--- config.mk ---
export PLATFORM = sky130hd
export DESIGN_NAME = tpc_port
export DESIGN_NICKNAME = d
export VERILOG_FILES = /design/src/rtl/tpc_pkg.sv /design/src/rtl/tpc_regs.sv /design/src/rtl/tpc_lane.sv /design/src/rtl/tpc_port.sv
export SDC_FILE = /design/constraint.sdc
export NUM_CORES = 1
export LEC_CHECK = 0
export ABC_CLOCK_PERIOD_IN_PS = 2000
export CAP_MARGIN = 20
export CORE_MARGIN = 2
export CORE_UTILIZATION = 53
export CTS_CLUSTER_SIZE = 40
export DETAILED_ROUTE_END_ITERATION = 8
export GPL_TIMING_DRIVEN = 0
export PLACE_DENSITY = 0.81
export SYNTH_ARGS = -nofsm -noshare
export SYNTH_HDL_FRONTEND = slang
export SYNTH_SLANG_ARGS = --single-unit
--- constraint.sdc ---
create_clock -name clk -period 2 [get_ports clk]
set_input_delay 0.5 -clock clk [delete_from_list [all_inputs] [get_ports clk]]
set_output_delay 0.5 -clock clk [all_outputs]
set_load 0.05 [all_outputs]
--- src/rtl/tpc_pkg.sv ---
package tpc_pkg;

    typedef enum logic [1:0] {
        PM_GPIO_IN   = 2'd0,
        PM_GPIO_OUT  = 2'd1,
        PM_CMP_DRIVE = 2'd2
    } pin_mode_e;

    typedef enum logic [1:0] {
        ACT_NONE   = 2'b00,
        ACT_TOGGLE = 2'b01,
        ACT_CLEAR  = 2'b10,
        ACT_SET    = 2'b11
    } cmp_act_e;

    localparam int ADDR_W = 3;

    localparam logic [ADDR_W-1:0] A_CTRL = 3'd0;
    localparam logic [ADDR_W-1:0] A_DIR  = 3'd1;
    localparam logic [ADDR_W-1:0] A_SEL  = 3'd2;
    localparam logic [ADDR_W-1:0] A_EDGE = 3'd3;
    localparam logic [ADDR_W-1:0] A_ACT  = 3'd4;
    localparam logic [ADDR_W-1:0] A_MASK = 3'd5;
    localparam logic [ADDR_W-1:0] A_OVD  = 3'd6;
    localparam logic [ADDR_W-1:0] A_DATA = 3'd7;

endpackage

--- src/rtl/tpc_regs.sv ---
module tpc_regs
    import tpc_pkg::*;
#(
    parameter int NCH = 8,
    localparam int DW = 2 * NCH
) (
    input  logic              clk,
    input  logic              rst_n,
    input  logic              wr_en,
    input  logic [ADDR_W-1:0] wr_addr,
    input  logic [DW-1:0]     wr_data,
    input  logic              ovr_fire,
    output logic              en_q,
    output logic [NCH-1:0]    ddr_q,
    output logic [NCH-1:0]    sel_q,
    output logic [DW-1:0]     edge_q,
    output logic [DW-1:0]     act_q,
    output logic [NCH-1:0]    mask_q,
    output logic [NCH-1:0]    ovd_q,
    output logic [NCH-1:0]    dat_q
);

    logic data_wr;
    assign data_wr = wr_en && (wr_addr == A_DATA);

    // settings registers: written only through the write port
    always_ff @(posedge clk or negedge rst_n) begin
        if (!rst_n) begin
            en_q   <= 1'b0;
            ddr_q  <= '0;
            sel_q  <= '0;
            edge_q <= '0;
            act_q  <= '0;
            mask_q <= '0;
            ovd_q  <= '0;
        end else if (wr_en) begin
            unique case (wr_addr)
                A_CTRL:  en_q   <= wr_data[0];
                A_DIR:   ddr_q  <= wr_data[NCH-1:0];
                A_SEL:   sel_q  <= wr_data[NCH-1:0];
                A_EDGE:  edge_q <= wr_data;
                A_ACT:   act_q  <= wr_data;
                A_MASK:  mask_q <= wr_data[NCH-1:0];
                A_OVD:   ovd_q  <= wr_data[NCH-1:0];
                default: ;
            endcase
        end
    end

    // port data register: a write beats the override transfer
    always_ff @(posedge clk or negedge rst_n) begin
        if (!rst_n) begin
            dat_q <= '0;
        end else if (data_wr) begin
            dat_q <= wr_data[NCH-1:0];
        end else if (ovr_fire) begin
            dat_q <= (dat_q & ~mask_q) | (ovd_q & mask_q);
        end
    end

endmodule

--- src/rtl/tpc_lane.sv ---
module tpc_lane
    import tpc_pkg::*;
(
    input  logic       clk,
    input  logic       rst_n,
    input  logic       en,
    input  logic       sel,
    input  logic       ddr,
    input  logic       dat,
    input  logic       mask,
    input  logic [1:0] act,
    input  logic [1:0] edg,
    input  logic       hit,
    input  logic       ovr_fire,
    input  logic       ovr_bit,
    input  logic       pin_in,
    output logic       pin_out,
    output logic       pin_oe,
    output logic       cap_arm,
    output logic       cap_src,
    output logic       lat_q
);

    pin_mode_e mode;
    cmp_act_e  act_e;
    logic      own_fire;

    assign act_e    = cmp_act_e'(act);
    assign own_fire = en && sel && hit && (act_e != ACT_NONE);

    // lane state selection
    always_comb begin
        if (en && sel && ((act_e != ACT_NONE) || mask)) begin
            mode = PM_CMP_DRIVE;
        end else if (ddr) begin
            mode = PM_GPIO_OUT;
        end else begin
            mode = PM_GPIO_IN;
        end
    end

    // compare latch: own action first, then override load
    always_ff @(posedge clk or negedge rst_n) begin
        if (!rst_n) begin
            lat_q <= 1'b0;
        end else if (own_fire) begin
            unique case (act_e)
                ACT_TOGGLE: lat_q <= ~lat_q;
                ACT_CLEAR:  lat_q <= 1'b0;
                ACT_SET:    lat_q <= 1'b1;
                default:    lat_q <= lat_q;
            endcase
        end else if (ovr_fire && sel && mask) begin
            lat_q <= ovr_bit;
        end
    end

    // pin drive per lane state
    always_comb begin
        unique case (mode)
            PM_GPIO_IN: begin
                pin_oe  = 1'b0;
                pin_out = dat;
            end
            PM_GPIO_OUT: begin
                pin_oe  = 1'b1;
                pin_out = dat;
            end
            PM_CMP_DRIVE: begin
                pin_oe  = 1'b1;
                pin_out = lat_q;
            end
            default: begin
                pin_oe  = 1'b0;
                pin_out = dat;
            end
        endcase
    end

    assign cap_arm = en && !sel && (edg != 2'b00);
    assign cap_src = pin_oe ? pin_out : pin_in;

endmodule

--- src/rtl/tpc_port.sv ---
module tpc_port
    import tpc_pkg::*;
#(
    parameter int NCH    = 8,
    parameter int OVR_CH = 3,
    localparam int DW    = 2 * NCH
) (
    input  logic              clk,
    input  logic              rst_n,
    input  logic              wr_en,
    input  logic [ADDR_W-1:0] wr_addr,
    input  logic [DW-1:0]     wr_data,
    input  logic [NCH-1:0]    cmp_hit,
    input  logic [NCH-1:0]    pin_in,
    output logic [NCH-1:0]    pin_out,
    output logic [NCH-1:0]    pin_oe,
    output logic [NCH-1:0]    rd_data,
    output logic [NCH-1:0]    cap_arm,
    output logic [NCH-1:0]    cap_src
);

    logic           en_q;
    logic [NCH-1:0] ddr_q, sel_q, mask_q, ovd_q, dat_q, lat_q;
    logic [DW-1:0]  edge_q, act_q;
    logic           ovr_fire;

    assign ovr_fire = en_q && sel_q[OVR_CH] && cmp_hit[OVR_CH];

    tpc_regs #(.NCH(NCH)) u_regs (
        .clk      (clk),
        .rst_n    (rst_n),
        .wr_en    (wr_en),
        .wr_addr  (wr_addr),
        .wr_data  (wr_data),
        .ovr_fire (ovr_fire),
        .en_q     (en_q),
        .ddr_q    (ddr_q),
        .sel_q    (sel_q),
        .edge_q   (edge_q),
        .act_q    (act_q),
        .mask_q   (mask_q),
        .ovd_q    (ovd_q),
        .dat_q    (dat_q)
    );

    for (genvar i = 0; i < NCH; i++) begin : g_lane
        tpc_lane u_lane (
            .clk      (clk),
            .rst_n    (rst_n),
            .en       (en_q),
            .sel      (sel_q[i]),
            .ddr      (ddr_q[i]),
            .dat      (dat_q[i]),
            .mask     (mask_q[i]),
            .act      (act_q[2*i +: 2]),
            .edg      (edge_q[2*i +: 2]),
            .hit      (cmp_hit[i]),
            .ovr_fire (ovr_fire),
            .ovr_bit  (ovd_q[i]),
            .pin_in   (pin_in[i]),
            .pin_out  (pin_out[i]),
            .pin_oe   (pin_oe[i]),
            .cap_arm  (cap_arm[i]),
            .cap_src  (cap_src[i]),
            .lat_q    (lat_q[i])
        );
    end

    assign rd_data = (ddr_q & dat_q) | (~ddr_q & pin_in);

endmodule

Word-level counts from Yosys, hierarchy flattened
Cells that the tools add are included.
Storage, ports and cells
  bits in registers: 81
  output and inout port bits: 40
  word-level logic and storage cells: 283
  bits of input ports: 38
Operators by class
  multiplexer cells: 66
  reductions and logical operators: 130
  equal/unequal tests: 55
  bitwise gates (word level): 16
Operator list (number)
  $logic_and A1 B1 Y1: 65
  $reduce_bool A2 Y1: 25
  $eq A2 B2 Y1 const B: 24
  $mux W1: 48
  $and A8 B8 Y8: 4
  $eq A2 B1 Y1 const B: 16
  $ne A4 B4 Y1 const B: 8
  $reduce_and A2 Y1: 15
  $pmux W1 S3: 8
  $mux W2: 8
  $mux W8: 2
  $not A8 Y8: 2
  $or A8 B8 Y8: 2
  $reduce_or A2 Y1: 8
  $eq A3 B3 Y1 const B: 4
  $logic_not A1 Y1: 8
  $logic_or A1 B1 Y1: 8
  $not A1 Y1: 8
  $eq A3 B2 Y1 const B: 2
  $eq A3 B1 Y1 const B: 1
  $logic_not A3 Y1: 1

Logic depth before layout (Yosys ltp)
  word-level depth: 8
  gate-level depth with buffers: 6
  mapped depth without buffers: 4

Cells and area by module
A second synthesis with hierarchy kept.
Unflattened totals
  cells, all modules: 324
  area, all modules: 4207.8 µm²
Modules (own cells, without submodules)
  tpc_regs: cells each 187, sequential area each 1826.8 µm², instances 1, area an instance 2920.3 µm²
  tpc_lane: cells each 16, sequential area each 25.0 µm², instances 8, area an instance 145.1 µm²
  tpc_port: cells each 9, sequential area each 0.0 µm², instances 1, area an instance 126.4 µm²

Worst setup path before layout
Ideal clock, no wire load.
  path kind: register to output
  start point: register u_regs.mask_q[3]
  end point: output port cap_src[3]
  stages on the path, launching flop included: 5
  buffers on the path: 1
  path slack: 0.037 ns
  data arrival time: 1.463 ns
  required time: 1.500 ns
  cells stage by stage: dfrtp_1 or2_2 o211ai_1 mux2_2 buf_4
On the way
  word-level cells in the longest chain between the ends: 7
  elaborated cells between the ends (all ways): 9
  classes of those cells: eq/ne (2); mux (4); reduce/logical (3)
RTL lines
  from (decl): RTL line tpc_regs.sv:18  | output logic [NCH-1:0] mask_q,
  from (signal assigned): RTL line tpc_regs.sv:43  | A_MASK: mask_q <= wr_data[NCH-1:0];
  $logic_or A1 B1 Y1 *: RTL line tpc_lane.sv:33  | if (en && sel && ((act_e != ACT_NONE) || mask)) begin
  $logic_and A1 B1 Y1 *: RTL line tpc_lane.sv:33
  $mux W2 *: RTL line tpc_lane.sv:33
  $eq A2 B1 Y1 or $eq A2 B2 Y1 (tied branches): RTL line tpc_lane.sv:60  | unique case (mode)
  $reduce_or A2 Y1 (no source line)
  $mux W1: RTL line tpc_lane.sv:60
  $mux W1 *: RTL line tpc_lane.sv:81  | assign cap_src = pin_oe ? pin_out : pin_in;
  to (decl): RTL line tpc_port.sv:19  | output logic [NCH-1:0] cap_src
Mark *: on every way between the ends. The rest lies on a longest branch, timed or not.

Final worst setup path
  start point: register u_regs.act_q[6]
  end point: output port pin_out[3]
On the way
  word-level cells in the longest chain between the ends: 6
RTL lines
  from (decl): RTL line tpc_regs.sv:17  | output logic [DW-1:0] act_q,
  from (signal assigned): RTL line tpc_regs.sv:42  | A_ACT: act_q <= wr_data;
  $reduce_bool A2 Y1: RTL line tpc_lane.sv:33
  $logic_or A1 B1 Y1: RTL line tpc_lane.sv:33
  $logic_and A1 B1 Y1: RTL line tpc_lane.sv:33
  $mux W2: RTL line tpc_lane.sv:33
  $eq A2 B2 Y1: RTL line tpc_lane.sv:60
  $mux W1: RTL line tpc_lane.sv:60
  to (decl): RTL line tpc_port.sv:15  | output logic [NCH-1:0] pin_out,
No other way between the ends.

==> impl_metrics.ini <==
[run_status]
status = finished with violations
violations = negative setup slack

[floorplanning]
num_rows = 32
fp.coreArea_sq_mm = 0.00777
dieArea_sq_mm = 0.00876
ios = 78
chipWidth_um = 93.6
initial_core_util = 0.548
die_h_um = 93.6

[cells_and_area]
layout_common_cells = mux2_2 (73), dfrtp_1 (70), buf_4 (47)
drive_gt1_frac = 0.531
nFillCells = 451
num_antenna_cells = 0
layout_commonest_cell = mux2_2
area_growth_syn_to_layout_pct = 41.2
fin_nets = 486

[timing]
fin_ws_ps = -425
hold_ws_ps = 90.2
fin_crit_sh = 1.21
max_freq_mhz = 412
report.final.slew_viol_count = 0
worst_slew_pin_slew_ps = 613
relSlewSlack = 0.591
period_minus_slack_ps = 2430
skew_ps = 6.94
setup_violations = 32
fin_setup_tns_ps = -5000
rsz0062_at_grt = true
hold_violations = 0

[synthesis]
synthXorXnorAreaFrac = 0
syn_area_per_cell_sq_um = 12.3
yosysTopAreaCell = dfrtp_1
synth-warning-count = 0
synth_cells = 345
synthSimpleGateAreaFrac = 0.124
synth_compound_area_frac = 0.0397
synth_top_family_by_area = multiplexers
netlist_area_sq_mm = 0.00425
synth_top_area_frac = 0.477
synth_cell_types = 28
yosys_register_bits = 81
synthMuxAreaShare = 0.285
synthAdderAreaFrac = 0
syn_nets = 383
ys_seq_area_frac = 0.477
synth_area_leaders = dfrtp_1 (48%), mux2_2 (24%), buf_4 (6.4%)

[power]
p_leak_nw = 2.72
sw_frac_of_total = 0.391
sequentialPowerShare = 0.329
p_comb_frac = 0.497
switchingPower_w = 0.00308
pwr-share-clk = 0.174
p_int_w = 0.00480
power_density_mw_per_mm2 = 1310
irDropWorstVdd_mv = 0.775

[critical_path]
critPathRequiredTime_ps = 1500
cp-start-kind = flop
crit_fanout = 3
cpPeakStageDelay_ps = 390
cpMaxStageDelayCell = dfrtp_1
crit_type = flop to output port
worst_setup_path_end_kind = output port
crit_chain = or2_4, o211ai_1, buf_4, mux2_4, buf_8
crit_arrival_ps = 1930

[cts]
cts_inserted_buffers = 9
cts_tree = built
hold_buffers = 0
root_buffer = clkbuf_8
htree_num_levels = 3
worst_skew_pair.late_latency_ps = 360
clk_path_buf_depth = 2
clk_pin_slew_ps = 80
cts.sinks = 81

[global_route]
grtUsageMet3 = 0.0653
grt_pass1_vias = 3485
use_met2 = 0.489
grt_overflow_total = 0
grt_use_total = 0.281
grt_start_max_net_pins = 47
met1_usage = 0.342
grt_busiest_layer = met2
grt_pass1_wl_mm = 18.4
antenna_found_initial = 0

[place]
post-place-ws_ps = -967
place_congestion = 0.829
port_buffers = 74
dp_hpwl_mm = 6.61

[min_path]
hp-class = input port to async pin

[detailed_routing]
first_pass_iters = 5
wl_mm = 11.8
postRouteAntennaNets = 0
avgViaCountPerCell = 5.92
drc = 0
vias = 3279
wire_per_inst_um = 21.2
initialDrtViolationCount = 285

[run]
cap_violations = 0
final timing paths:
kind / from / end / slack (ps) / depth (start not counted)
setup reg to reg: u_regs.en_q$_DFFE_PN0P_ / flop / 150 / 7
setup / recovery: u_regs.act_q[6]$_DFFE_PN0P_ / pin_out[3] / -430 / 5
hold / removal: rst_n / u_regs.ddr_q[0]$_DFFE_PN0P_ / 90 / 1
max in group asynchronous: rst_n / u_regs.act_q[8]$_DFFE_PN0P_ / 1290 / 2
hold reg to reg: u_regs.edge_q[10]$_DFFE_PN0P_ / u_regs.edge_q[10]$_DFFE_PN0P_ / 510 / 1
min in group clk: u_regs.edge_q[10]$_DFFE_PN0P_ / u_regs.edge_q[10]$_DFFE_PN0P_ / 510 / 1
layout make-up:
type | count | area, sq um | share of cell area
clock buffers | 13 | 169 | 0.0281
plain buffers | 12 | 141 | 0.0235
clock inverters | 2 | 60.1 | 0.0100
inverters | 1 | 3.75 | 0.000625
well taps | 102 | 128 | 0.0212
multi-input cells | 220 | 2190 | 0.365
flip-flops and latches | 81 | 2040 | 0.340
repair buffers | 123 | 1270 | 0.212
sequential cells by signal, indices dropped and copies added, names as in the netlist, named ones only:
name                 flops
u_regs.act_q            16
u_regs.ddr_q             8
u_regs.sel_q             8
g_lane.u_lane.lat_q      8
u_regs.edge_q           16
u_regs.en_q              1
u_regs.mask_q            8
u_regs.ovd_q             8
cell usage after synthesis:
library cell / count
nor3_1: 1
nor2_1: 16
or2_2: 1
nand3_1: 8
nand4b_2: 3
nand3b_1: 2
mux2_2: 89
dfrtp_1: 81
nor3_4: 1
nor3b_4: 2
nand2_1: 15
buf_8: 1
nand4_1: 8
clkbuf_1: 3
o311ai_0: 7
buf_4: 36
nand2b_1: 2
and3_1: 1
o211ai_1: 1
a21oi_1: 19
and4_1: 6
or2b_1: 7
o21ai_0: 1
nand2b_4: 1
nor3b_1: 8
mux2i_1: 21
buf_2: 3
inv_1: 1
power by group through the flow:
stage	combinational, W	sequential, W	clock, W
after CTS	0.00378	0.00256	0.00137
after global placement	0.00312	0.00249	0
final	0.00391	0.00259	0.00137
after floorplan	0.00238	0.00238	0
after detailed placement	0.00320	0.00252	0
after global routing	0.00408	0.00265	0.00145
kinds of logic after synthesis:
logic type	Yosys count
DFF	81
AOI/OAI and AO/OA	28
muxes	110
and+or+nand+nor	82
buffers and inverters	44
through the flow:
stage | cells | power (W) | cell area (sq um) | utilization
finish | 554 | 0.00788 | 6010 | 0.773
global route | 554 | 0.00818 | 6010 | 0.773
CTS | 544 | 0.00772 | 5920 | 0.762
detailed placement | 522 | 0.00572 | 5150 | 0.663
global placement | 521 | 0.00561 | 5120 | 0.659
floorplan | 345 | 0.00476 | 4250 | -
timing repair:
action | CTS | global route
pin swaps | 9 | 6
buffers inserted | 36 | 13
gates resized for setup | 367 | 16
gates cloned | 2 | 0
endpoints found under the setup margin | 41 | 37
critical path, delay by kind of cell (launching register included):
| kind | cells | cell delay, ps |
|---|---|---|
| AND/OR/NAND/NOR | 1 | 260 |
| multiplexers | 1 | 310 |
| buffers and inverters | 2 | 330 |
| flip-flops | 1 | 390 |
| AO/OA/AOI/OAI | 1 | 270 |
layer usage:
layer / up-vias / share of wire
met2: 142 / 0.53
met3: 27 / 0.064
met5: - / 0
met4: 0 / 0.026
met1: 1676 / 0.38
li1: 1434 / -
Power figures use the tool's default switching activity.
